==> config.mk <==
export PLATFORM = sky130hd
export DESIGN_NAME = insn_shape_decoder
export DESIGN_NICKNAME = d
export VERILOG_FILES = /design/src/rtl/insn_fmt_pkg.sv /design/src/rtl/insn_opclass.sv /design/src/rtl/insn_field_split.sv /design/src/rtl/insn_skip_len.sv /design/src/rtl/insn_shape_decoder.sv
export SDC_FILE = /design/constraint.sdc
export NUM_CORES = 1
export LEC_CHECK = 0
export CAP_MARGIN = 5
export CORE_MARGIN = 3
export CORE_UTILIZATION = 40
export DETAILED_ROUTE_END_ITERATION = 10
export PLACE_DENSITY_LB_ADDON = 0.05
export SYNTH_ARGS = -nofsm -noshare
export SYNTH_HDL_FRONTEND = slang
export SYNTH_HIERARCHICAL = 1
export SYNTH_SLANG_ARGS = --single-unit
==> constraint.sdc <==
create_clock -name clk -period 2.4 [get_ports clk]
set_input_delay 0.24 -clock clk [delete_from_list [all_inputs] [get_ports clk]]
set_output_delay 0.24 -clock clk [all_outputs]
set_load 0.02 [all_outputs]
==> src/rtl/insn_fmt_pkg.sv <==
package insn_fmt_pkg;

  localparam int SUB_W = 24;
  localparam int NIB_W = 4;
  localparam int IMM_W = 16;
  localparam int LEN_W = 3;

  typedef enum logic [3:0] {
    FMT_NOP  = 4'd0,
    FMT_R4   = 4'd1,
    FMT_R3   = 4'd2,
    FMT_R2   = 4'd3,
    FMT_R1   = 4'd4,
    FMT_JREL = 4'd5,
    FMT_SVC  = 4'd6,
    FMT_BITI = 4'd7,
    FMT_I1   = 4'd8,
    FMT_I2   = 4'd9,
    FMT_HALT = 4'd10,
    FMT_BAD  = 4'd11
  } fmt_e;

  typedef struct packed {
    fmt_e             fmt;
    logic [LEN_W-1:0] len;
    logic             nop;
    logic             halt;
    logic             svc;
    logic             illegal;
  } cls_t;

  typedef struct packed {
    logic [SUB_W-1:0] sub;
    logic [NIB_W-1:0] ra;
    logic [NIB_W-1:0] rb;
    logic [NIB_W-1:0] rc;
    logic [NIB_W-1:0] rd;
    logic [IMM_W-1:0] imm;
    logic             has_imm;
  } fld_t;

endpackage

==> src/rtl/insn_opclass.sv <==
module insn_opclass
  import insn_fmt_pkg::*;
(
  input  logic [7:0] op_i,
  input  logic       trap_en_i,
  output cls_t       cls_o
);

  fmt_e fmt;

  always_comb begin
    case (op_i) inside
      8'h00:          fmt = FMT_NOP;
      8'h01:          fmt = FMT_R4;
      8'h05:          fmt = FMT_R3;
      8'h09:          fmt = FMT_R2;
      8'h0D:          fmt = FMT_R1;
      8'h3C:          fmt = FMT_JREL;
      8'h42:          fmt = FMT_SVC;
      [8'hB0:8'hB5]:  fmt = FMT_BITI;
      8'hE0:          fmt = FMT_I1;
      8'hE1:          fmt = FMT_I2;
      8'hFF:          fmt = FMT_HALT;
      default:        fmt = FMT_BAD;
    endcase
  end

  always_comb begin
    cls_o.fmt     = fmt;
    cls_o.len     = ((fmt == FMT_I1) || (fmt == FMT_I2)) ? LEN_W'(6) : LEN_W'(4);
    cls_o.nop     = (fmt == FMT_NOP);
    cls_o.svc     = (fmt == FMT_SVC);
    cls_o.illegal = (fmt == FMT_BAD);
    cls_o.halt    = (fmt == FMT_HALT) || ((fmt == FMT_BAD) && !trap_en_i);
  end

endmodule

==> src/rtl/insn_field_split.sv <==
module insn_field_split
  import insn_fmt_pkg::*;
#(
  parameter int WIN_BYTES = 6
) (
  input  logic [WIN_BYTES*8-1:0] win_i,
  input  fmt_e                   fmt_i,
  output fld_t                   fld_o
);

  logic [7:0] b [WIN_BYTES];

  for (genvar k = 0; k < WIN_BYTES; k++) begin : g_byte
    assign b[k] = win_i[(WIN_BYTES-1-k)*8 +: 8];
  end

  always_comb begin
    fld_o = '0;
    case (fmt_i)
      FMT_R4: begin
        fld_o.sub = SUB_W'(b[1]);
        fld_o.ra  = b[2][7:4];
        fld_o.rb  = b[2][3:0];
        fld_o.rc  = b[3][7:4];
        fld_o.rd  = b[3][3:0];
      end
      FMT_R3: begin
        fld_o.sub = SUB_W'({b[1], b[2][7:4]});
        fld_o.ra  = b[2][3:0];
        fld_o.rb  = b[3][7:4];
        fld_o.rc  = b[3][3:0];
      end
      FMT_R2: begin
        fld_o.sub = SUB_W'({b[1], b[2]});
        fld_o.ra  = b[3][7:4];
        fld_o.rb  = b[3][3:0];
      end
      FMT_R1: begin
        fld_o.sub = SUB_W'({b[1], b[2], b[3][7:4]});
        fld_o.ra  = b[3][3:0];
      end
      FMT_JREL: begin
        fld_o.sub     = SUB_W'(b[1]);
        fld_o.imm     = {b[2], b[3]};
        fld_o.has_imm = 1'b1;
      end
      FMT_SVC: begin
        fld_o.sub = {b[1], b[2], b[3]};
      end
      FMT_BITI: begin
        fld_o.sub     = SUB_W'(b[0]);
        fld_o.ra      = b[1][7:4];
        fld_o.rb      = b[1][3:0];
        fld_o.imm     = {b[2], b[3]};
        fld_o.has_imm = 1'b1;
      end
      FMT_I2: begin
        fld_o.sub     = SUB_W'({b[1], b[2]});
        fld_o.ra      = b[3][7:4];
        fld_o.rb      = b[3][3:0];
        fld_o.imm     = {b[4], b[5]};
        fld_o.has_imm = 1'b1;
      end
      FMT_I1: begin
        fld_o.sub     = SUB_W'({b[1], b[2], b[3][7:4]});
        fld_o.ra      = b[3][3:0];
        fld_o.imm     = {b[4], b[5]};
        fld_o.has_imm = 1'b1;
      end
      default: ;
    endcase
  end

endmodule

==> src/rtl/insn_skip_len.sv <==
module insn_skip_len
  import insn_fmt_pkg::*;
(
  input  logic [7:0]       next_op_i,
  output logic [LEN_W-1:0] skip_o
);

  always_comb begin
    if ((next_op_i == 8'hE0) || (next_op_i == 8'hE1)) skip_o = LEN_W'(6);
    else                                             skip_o = LEN_W'(4);
  end

endmodule

==> src/rtl/insn_shape_decoder.sv <==
module insn_shape_decoder
  import insn_fmt_pkg::*;
#(
  parameter int XLEN      = 32,
  parameter int WIN_BYTES = 6
) (
  input  logic                   clk,
  input  logic                   rst_n,
  input  logic                   in_vld_i,
  input  logic [WIN_BYTES*8-1:0] win_i,
  input  logic                   trap_en_i,
  input  logic [7:0]             next_op_i,
  output logic                   out_vld_o,
  output logic [3:0]             fmt_o,
  output logic [LEN_W-1:0]       len_o,
  output logic [SUB_W-1:0]       sub_o,
  output logic [NIB_W-1:0]       ra_o,
  output logic [NIB_W-1:0]       rb_o,
  output logic [NIB_W-1:0]       rc_o,
  output logic [NIB_W-1:0]       rd_o,
  output logic [XLEN-1:0]        imm_sx_o,
  output logic [XLEN-1:0]        imm_zx_o,
  output logic                   has_imm_o,
  output logic                   nop_o,
  output logic                   halt_o,
  output logic                   svc_o,
  output logic                   illegal_o,
  output logic [LEN_W-1:0]       skip_len_o
);

  localparam int WIN_W = WIN_BYTES * 8;
  localparam int EXT_W = XLEN - IMM_W;

  cls_t             cls_d;
  fld_t             fld_d;
  logic [LEN_W-1:0] skip_d;
  logic [XLEN-1:0]  imm_sx_d;
  logic [XLEN-1:0]  imm_zx_d;

  cls_t             cls_q;
  fld_t             fld_q;
  logic [LEN_W-1:0] skip_q;
  logic [XLEN-1:0]  imm_sx_q;
  logic [XLEN-1:0]  imm_zx_q;
  logic             vld_q;

  insn_opclass u_opclass (
    .op_i      (win_i[WIN_W-1 -: 8]),
    .trap_en_i (trap_en_i),
    .cls_o     (cls_d)
  );

  insn_field_split #(.WIN_BYTES(WIN_BYTES)) u_fields (
    .win_i (win_i),
    .fmt_i (cls_d.fmt),
    .fld_o (fld_d)
  );

  insn_skip_len u_skip (
    .next_op_i (next_op_i),
    .skip_o    (skip_d)
  );

  always_comb begin
    imm_sx_d = {{EXT_W{fld_d.imm[IMM_W-1]}}, fld_d.imm};
    imm_zx_d = {{EXT_W{1'b0}}, fld_d.imm};
  end

  always_ff @(posedge clk or negedge rst_n) begin
    if (!rst_n) begin
      vld_q    <= 1'b0;
      cls_q    <= '0;
      fld_q    <= '0;
      skip_q   <= '0;
      imm_sx_q <= '0;
      imm_zx_q <= '0;
    end else begin
      vld_q <= in_vld_i;
      if (in_vld_i) begin
        cls_q    <= cls_d;
        fld_q    <= fld_d;
        skip_q   <= skip_d;
        imm_sx_q <= imm_sx_d;
        imm_zx_q <= imm_zx_d;
      end
    end
  end

  assign out_vld_o  = vld_q;
  assign fmt_o      = cls_q.fmt;
  assign len_o      = cls_q.len;
  assign nop_o      = cls_q.nop;
  assign halt_o     = cls_q.halt;
  assign svc_o      = cls_q.svc;
  assign illegal_o  = cls_q.illegal;
  assign sub_o      = fld_q.sub;
  assign ra_o       = fld_q.ra;
  assign rb_o       = fld_q.rb;
  assign rc_o       = fld_q.rc;
  assign rd_o       = fld_q.rd;
  assign has_imm_o  = fld_q.has_imm;
  assign imm_sx_o   = imm_sx_q;
  assign imm_zx_o   = imm_zx_q;
  assign skip_len_o = skip_q;

  assert_len_set_R1: assert property (@(posedge clk) disable iff (!rst_n)
    out_vld_o |-> (len_o == LEN_W'(4) || len_o == LEN_W'(6)));

  assert_wide_len_R1: assert property (@(posedge clk) disable iff (!rst_n)
    (out_vld_o && (fmt_o == 4'd8 || fmt_o == 4'd9)) |-> (len_o == LEN_W'(6)));

  assert_flag_excl_R9: assert property (@(posedge clk) disable iff (!rst_n)
    out_vld_o |-> $onehot0({nop_o, svc_o, illegal_o}));

  assert_nop_runs_R9: assert property (@(posedge clk) disable iff (!rst_n)
    nop_o |-> !halt_o);

  assert_imm_agree_R11: assert property (@(posedge clk) disable iff (!rst_n)
    out_vld_o |-> (imm_sx_o[IMM_W-1:0] == imm_zx_o[IMM_W-1:0]));

  assert_skip_set_R12: assert property (@(posedge clk) disable iff (!rst_n)
    out_vld_o |-> (skip_len_o == LEN_W'(4) || skip_len_o == LEN_W'(6)));

  assert_vld_follow_R13: assert property (@(posedge clk) disable iff (!rst_n)
    in_vld_i |=> out_vld_o);

  assert_hold_idle_R13: assert property (@(posedge clk) disable iff (!rst_n)
    !in_vld_i |=> (!out_vld_o && $stable(sub_o) && $stable(fmt_o) && $stable(imm_zx_o)));

endmodule

; Yosys cells after proc, flatten, opt, wreduce, memory -nomap -nowiden
; Cells that the tools add are included.
[totals]
regBits = 88
latchBits = 0
ram_bits = 0
romBits = 0
in_bits = 60
output_inout_bits = 120
word_cells = 72
mem_count = 0
[classes]
n_addsub = 0
mul = 0
div_mod_pow = 0
n_lt_le_gt_ge = 2
eq_ne = 22
n_shift = 0
muxes = 19
bitwise = 0
reduce_logical = 13
[op_table]
columns = operator, count
row1 = one-hot mux 24 bit (6 select lines), 1
row2 = two-way mux 4 bit, 11
row3 = == test 8 bit (second input constant), 5
row4 = one-hot mux 17 bit (2 select lines), 1
row5 = one-hot mux 4 bit (5 select lines), 1
row6 = == test 4 x 3 -> 1 bit (second input constant), 4
row7 = == test 4 bit (second input constant), 4
row8 = == test 8 x 4 -> 1 bit (second input constant), 2
row9 = one-hot mux 4 bit (4 select lines), 1
row10 = OR reduction 2 bit, 5
row11 = == test 4 x 2 -> 1 bit (second input constant), 2
row12 = == test 8 x 1 -> 1 bit (second input constant), 1
row13 = == test 8 x 3 -> 1 bit (second input constant), 1
row14 = == test 8 x 6 -> 1 bit (second input constant), 1
row15 = == test 8 x 7 -> 1 bit (second input constant), 1
row16 = >= comparator 8 bit (second input constant), 1
row17 = <= comparator 8 bit (second input constant), 1
row18 = zero test 8 bit, 1
row19 = one-hot mux 4 bit (2 select lines), 1
row20 = == test 4 x 1 -> 1 bit (second input constant), 1
row21 = zero test 4 bit, 1
row22 = two-way mux 2 bit, 2
row23 = logical OR 1 bit, 3
row24 = logical AND 1 bit, 2
row25 = other kinds (2), 2

; Depth between registers and ports, before layout
[depth]
depth_word = 15
ltp_mapped = 12
depth_no_buf = 8

; Cells and area by module
; Netlist, hierarchy kept.
[modules_own_cells]
columns = mod, n_inst, cells_per_inst, area_each_um2, seq_area_each_um2
row1 = insn_shape_decoder, 1, 200, 3379.5, 1801.7
row2 = insn_field_split, 1, 179, 1452.6, 0.0
row3 = insn_opclass, 1, 45, 309.0, 0.0
row4 = insn_skip_len, 1, 7, 47.5, 0.0

; Worst setup path after synthesis
; No wires, ideal clock.
[synth_timing]
path_type = input-to-reg
start = in win_i[40]
end = reg fld_q, in the netlist sub_o[3]
setup_ns = 0.125
arrival_time_ns = 2.470
required_ns = 2.275
slack_ns = -0.195
stages = 8
path_buffers = 1
cell_sequence = or4_4 -> or2_1 -> nand3_1 -> buf_4 -> mux2_1 -> a32o_1 -> a211o_1 -> mux2_4
[synth_lines]
columns = item, line_no
row1 = "start, declared", insn_shape_decoder.sv:10  ; input logic [WIN_BYTES*8-1:0] win_i,
row2 = "end signal, assigned", insn_shape_decoder.sv:81  ; fld_q <= fld_d;
row3 = "end, declared", insn_shape_decoder.sv:41  ; fld_t fld_q;

==> summary.txt <==
Status
  – Status: finished, final reports clean

Hold path
  – Hold Path Sink: out_vld_o
  – Hold depth: 1
  – HP Start: in_vld_i
  – Worst Hold Class: primary input to flip-flop

Power
  – PwrDens: 408 mW/mm²
  – Total power: 3.16 mW
  – P_leak: 3.46 nW
  – Maximum VDD drop: 0.000327 V

Timing
  – Skew final: 0 ns
  – Slew Viols, Final: 0
  – Finish-stage setup viols: 0
  – Fmax: 0.424 GHz
  – Final Hold Viols: 0
  – Final worst path period share: 0.984
  – Slew @ Worst Pin: 0.509 ns
  – Rel. slew slack: 0.660
  – Setup TNS Final: 0 ns
  – RSZ-0062 raised after global routing: yes
  – Tmin final: 2.36 ns
  – Min Hold Slack: 0.271 ns

Yosys
  – Synth Register Bits: 72
  – Syn_area_per_cell: 12.0 µm²
  – Top_reg_cell synth: dfrtp_1
  – Synth unique cells: 56
  – Cell Area, Synth: 0.00519 mm²
  – Post-Syn Instances: 431
  – Register area share after synthesis: 0.347
  – Yosys warnings: 6
  – Number of synthesized flops with an enable pin: 0
  – Post-synth ARST share: 1.00

Worst setup path
  – WP data arrival: 2.58 ns
  – Worst endpoint required time: 2.62 ns
  – Slowest stage cell, crit path: or4_4
  – Max Fanout on Critical Path: 5
  – CP endpoint kind: flip-flop
  – Worst r2r src: imm_zx_o[15]
  – Most common cell on crit path: buf_6
  – FF-to-FF path depth: 1
  – Flop2flop setup slack: 1.41 ns
  – Crit Path Category: primary input to flip-flop
  – Critical Path Max Stage Delay: 0.43 ns
  – RR Endpoint: imm_zx_o[15]
  – Critical-path cell list: dlygate4sd2_1 > buf_6 > or4_4 > a31oi_4 > nor2_4 > buf_6 > mux2_1 > a32o_2 > a211o_1 > mux2_4
  – CP Launch Type: primary input

Floorplanning
  – Core area: 0.0124 mm²
  – Die Y: 120 µm
  – Row cnt: 40
  – Die area: 0.0144 mm²
  – Io pins: 180
  – Initial Utilization: 0.420
  – Die width: 120 µm

Global route
  – Vias in the first global route: 4507
  – Total grt overflow: 0
  – Pin count of the biggest net entering global routing: 43
  – First-pass GRT wire length: 25800 µm
  – Global Route Usage Sum: 0.231
  – Initial antenna violation count: 0

Drt
  – DR WL/cell: 20.7 µm
  – DRT Pass-1 Iters: 5
  – Metal-1 WL: 7450 µm
  – DR DRC count: 0
  – Met2 wire length: 7720 µm
  – Total Wirelength: 16800 µm
  – Vias: 4413
  – DRT antenna net count: 0
  – Via density: 5.44
  – Detailed router's first-iteration violation count: 253
  – Max layer used: met4
  – Routed wl met3: 1330 µm

Final layout
  – Seq. cell area: 0.00180 mm²
  – # fillers: 1010
  – Diodes inserted: 0
  – Nets: 699
  – Area of the multi-input gates: 0.00302 mm²
  – Share of cells above drive strength 1: 0.378
  – P&R area growth vs syn: 49.4%

Placement
  – GPL Wtd Cong: 0.883
  – DP HPWL: 12000 µm
  – # port buffers: 162

CTS
  – Clock Latency Late Sink: 0.33 ns
  – CTS tree: built
  – Clock Sink Count: 72
  – Root Buffer: clkbuf_16
  – Reg clk slew, reported paths: 0.05 ns
  – Clk buf depth: 2
  – Num CTS Buffers: 9
  – H-tree levels: 3

Flow run
  – Max-Cap Viols: 0
==> stage by stage <==
step           instance area (µm²)   util  std cells  setup slack [ns]
6_report                      7750  0.627        811            0.0392
5_1_grt                       7750  0.627        811         -0.000242
4_1_cts                       7690  0.622        808           0.00485
3_5_place_dp                  7050  0.570        765            -0.697
3_3_place_gp                  7050  0.570        765            -0.691
2_1_floorplan                 5330      -        446           -0.0332
==> synthesized netlist by cell type (5+ instances only) <==
| cell type | count | area share |
|---|---|---|
| a32o_1 | 8 | 0.015 |
| nand4bb_1 | 6 | 0.013 |
| nor2_1 | 10 | 0.0072 |
| a32oi_1 | 6 | 0.010 |
| and2_1 | 14 | 0.017 |
| dfrtp_1 | 72 | 0.35 |
| mux2_4 | 70 | 0.20 |
| buf_12 | 7 | 0.027 |
| a221o_1 | 12 | 0.023 |
| nand3b_1 | 5 | 0.0072 |
| a21oi_1 | 14 | 0.014 |
| nand2b_1 | 5 | 0.0060 |
| or3b_1 | 6 | 0.010 |
| a22o_1 | 24 | 0.041 |
| conb_1 | 5 | 0.0036 |
| a211o_1 | 8 | 0.014 |
| buf_4 | 57 | 0.082 |
| mux2_1 | 8 | 0.017 |
| buf_2 | 15 | 0.014 |
| nand3_1 | 11 | 0.011 |
==> worst max-delay path, delay by kind of cell <==
family                 cells  cell delay, ns
AOI/OAI and AO/OA          3            0.74
muxes                      2            0.57
buffers and inverters      3            0.52
and+or+nand+nor            2            0.50
==> area by class of cell <==
cell class                 instances  area share
multi-input combinational        292       0.389
timing repair buffer             260       0.314
sequential                        72       0.232
clock buffer                      12      0.0331
tap                              168      0.0271
clock inverter                     3     0.00226
inverter                           4     0.00226
==> how the worst max path moves through the flow <==
stage	from	end	slack [ns]	cells after the start
3_5_place_dp	win_i[44]	sub_o[3]	-0.70	9
5_1_grt	win_i[44]	sub_o[3]	-0.0002	10
4_1_cts	win_i[42]	sub_o[3]	0.005	11
6_report	win_i[47]	sub_o[0]	0.04	10
3_3_place_gp	win_i[44]	sub_o[3]	-0.69	9
2_1_floorplan	win_i[40]	sub_o[10]	-0.03	10
==> layout by cell type, fill, tap and decap left out, types with 3 or more instances in the layout <==
master / instances
clkdlybuf4s50_1: 152
nand3b_1: 5
and2_1: 12
a211o_1: 8
a21oi_1: 12
nor3b_1: 3
a221o_1: 12
nand3_1: 10
and2_4: 6
nand2_1: 3
o221ai_1: 3
a22oi_1: 4
nand2b_1: 4
buf_4: 81
xor2_4: 3
or3b_1: 5
clkbuf_16: 9
a22o_1: 24
nor2_1: 7
nor2_4: 4
a32oi_1: 6
buf_6: 9
buf_12: 5
buf_2: 6
a32o_1: 6
mux2i_1: 4
nand4bb_1: 5
dfrtp_1: 72
conb_1: 20
buf_8: 3
mux2_4: 76
==> state kept, by name (all words and copies together), names as in the netlist, 3 cells and up <==
signal,count
rc_o,4
rb_o,4
rd_o,4
skip_len_o,3
fmt_o,4
imm_zx_o,16
sub_o,24
len_o,3
ra_o,4
==> repair_timing <==
| item | CTS | global route |
|---|---|---|
| hold endpoints to repair | 30 | 0 |
| pin swaps | 16 | 16 |
| setup endpoints to repair | 57 | 45 |
| cloned | 6 | 2 |
| hold buffers | 1 | 0 |
| gates resized for setup | 58 | 28 |
| buffers inserted | 21 | 3 |
==> layer usage <==
metal	GRT usage	vias to the layer above
met3	0.0490	24
li1	-	1975
met2	0.358	226
met5	0	-
met4	0.0809	0
met1	0.319	2188
==> kinds of logic after synthesis <==
group                     after synthesis  share of synthesized area
and+or+nand+nor                        94                      0.133
AOI/OAI and AO/OA                      88                      0.145
other                                   5                    0.00362
xor gates and xnor gates                2                    0.00627
muxes                                  83                      0.230
buffers and inverters                  87                      0.136
DFF                                    72                      0.347
==> power breakdown <==
group	leakage (nW)	switching, mW	internal (mW)
combinational	2.36	0.325	0.329
clock	0.134	0.494	0.746
sequential	0.969	0.0202	1.25
total	3.46	0.840	2.32
(Power assumes the default switching activity.)
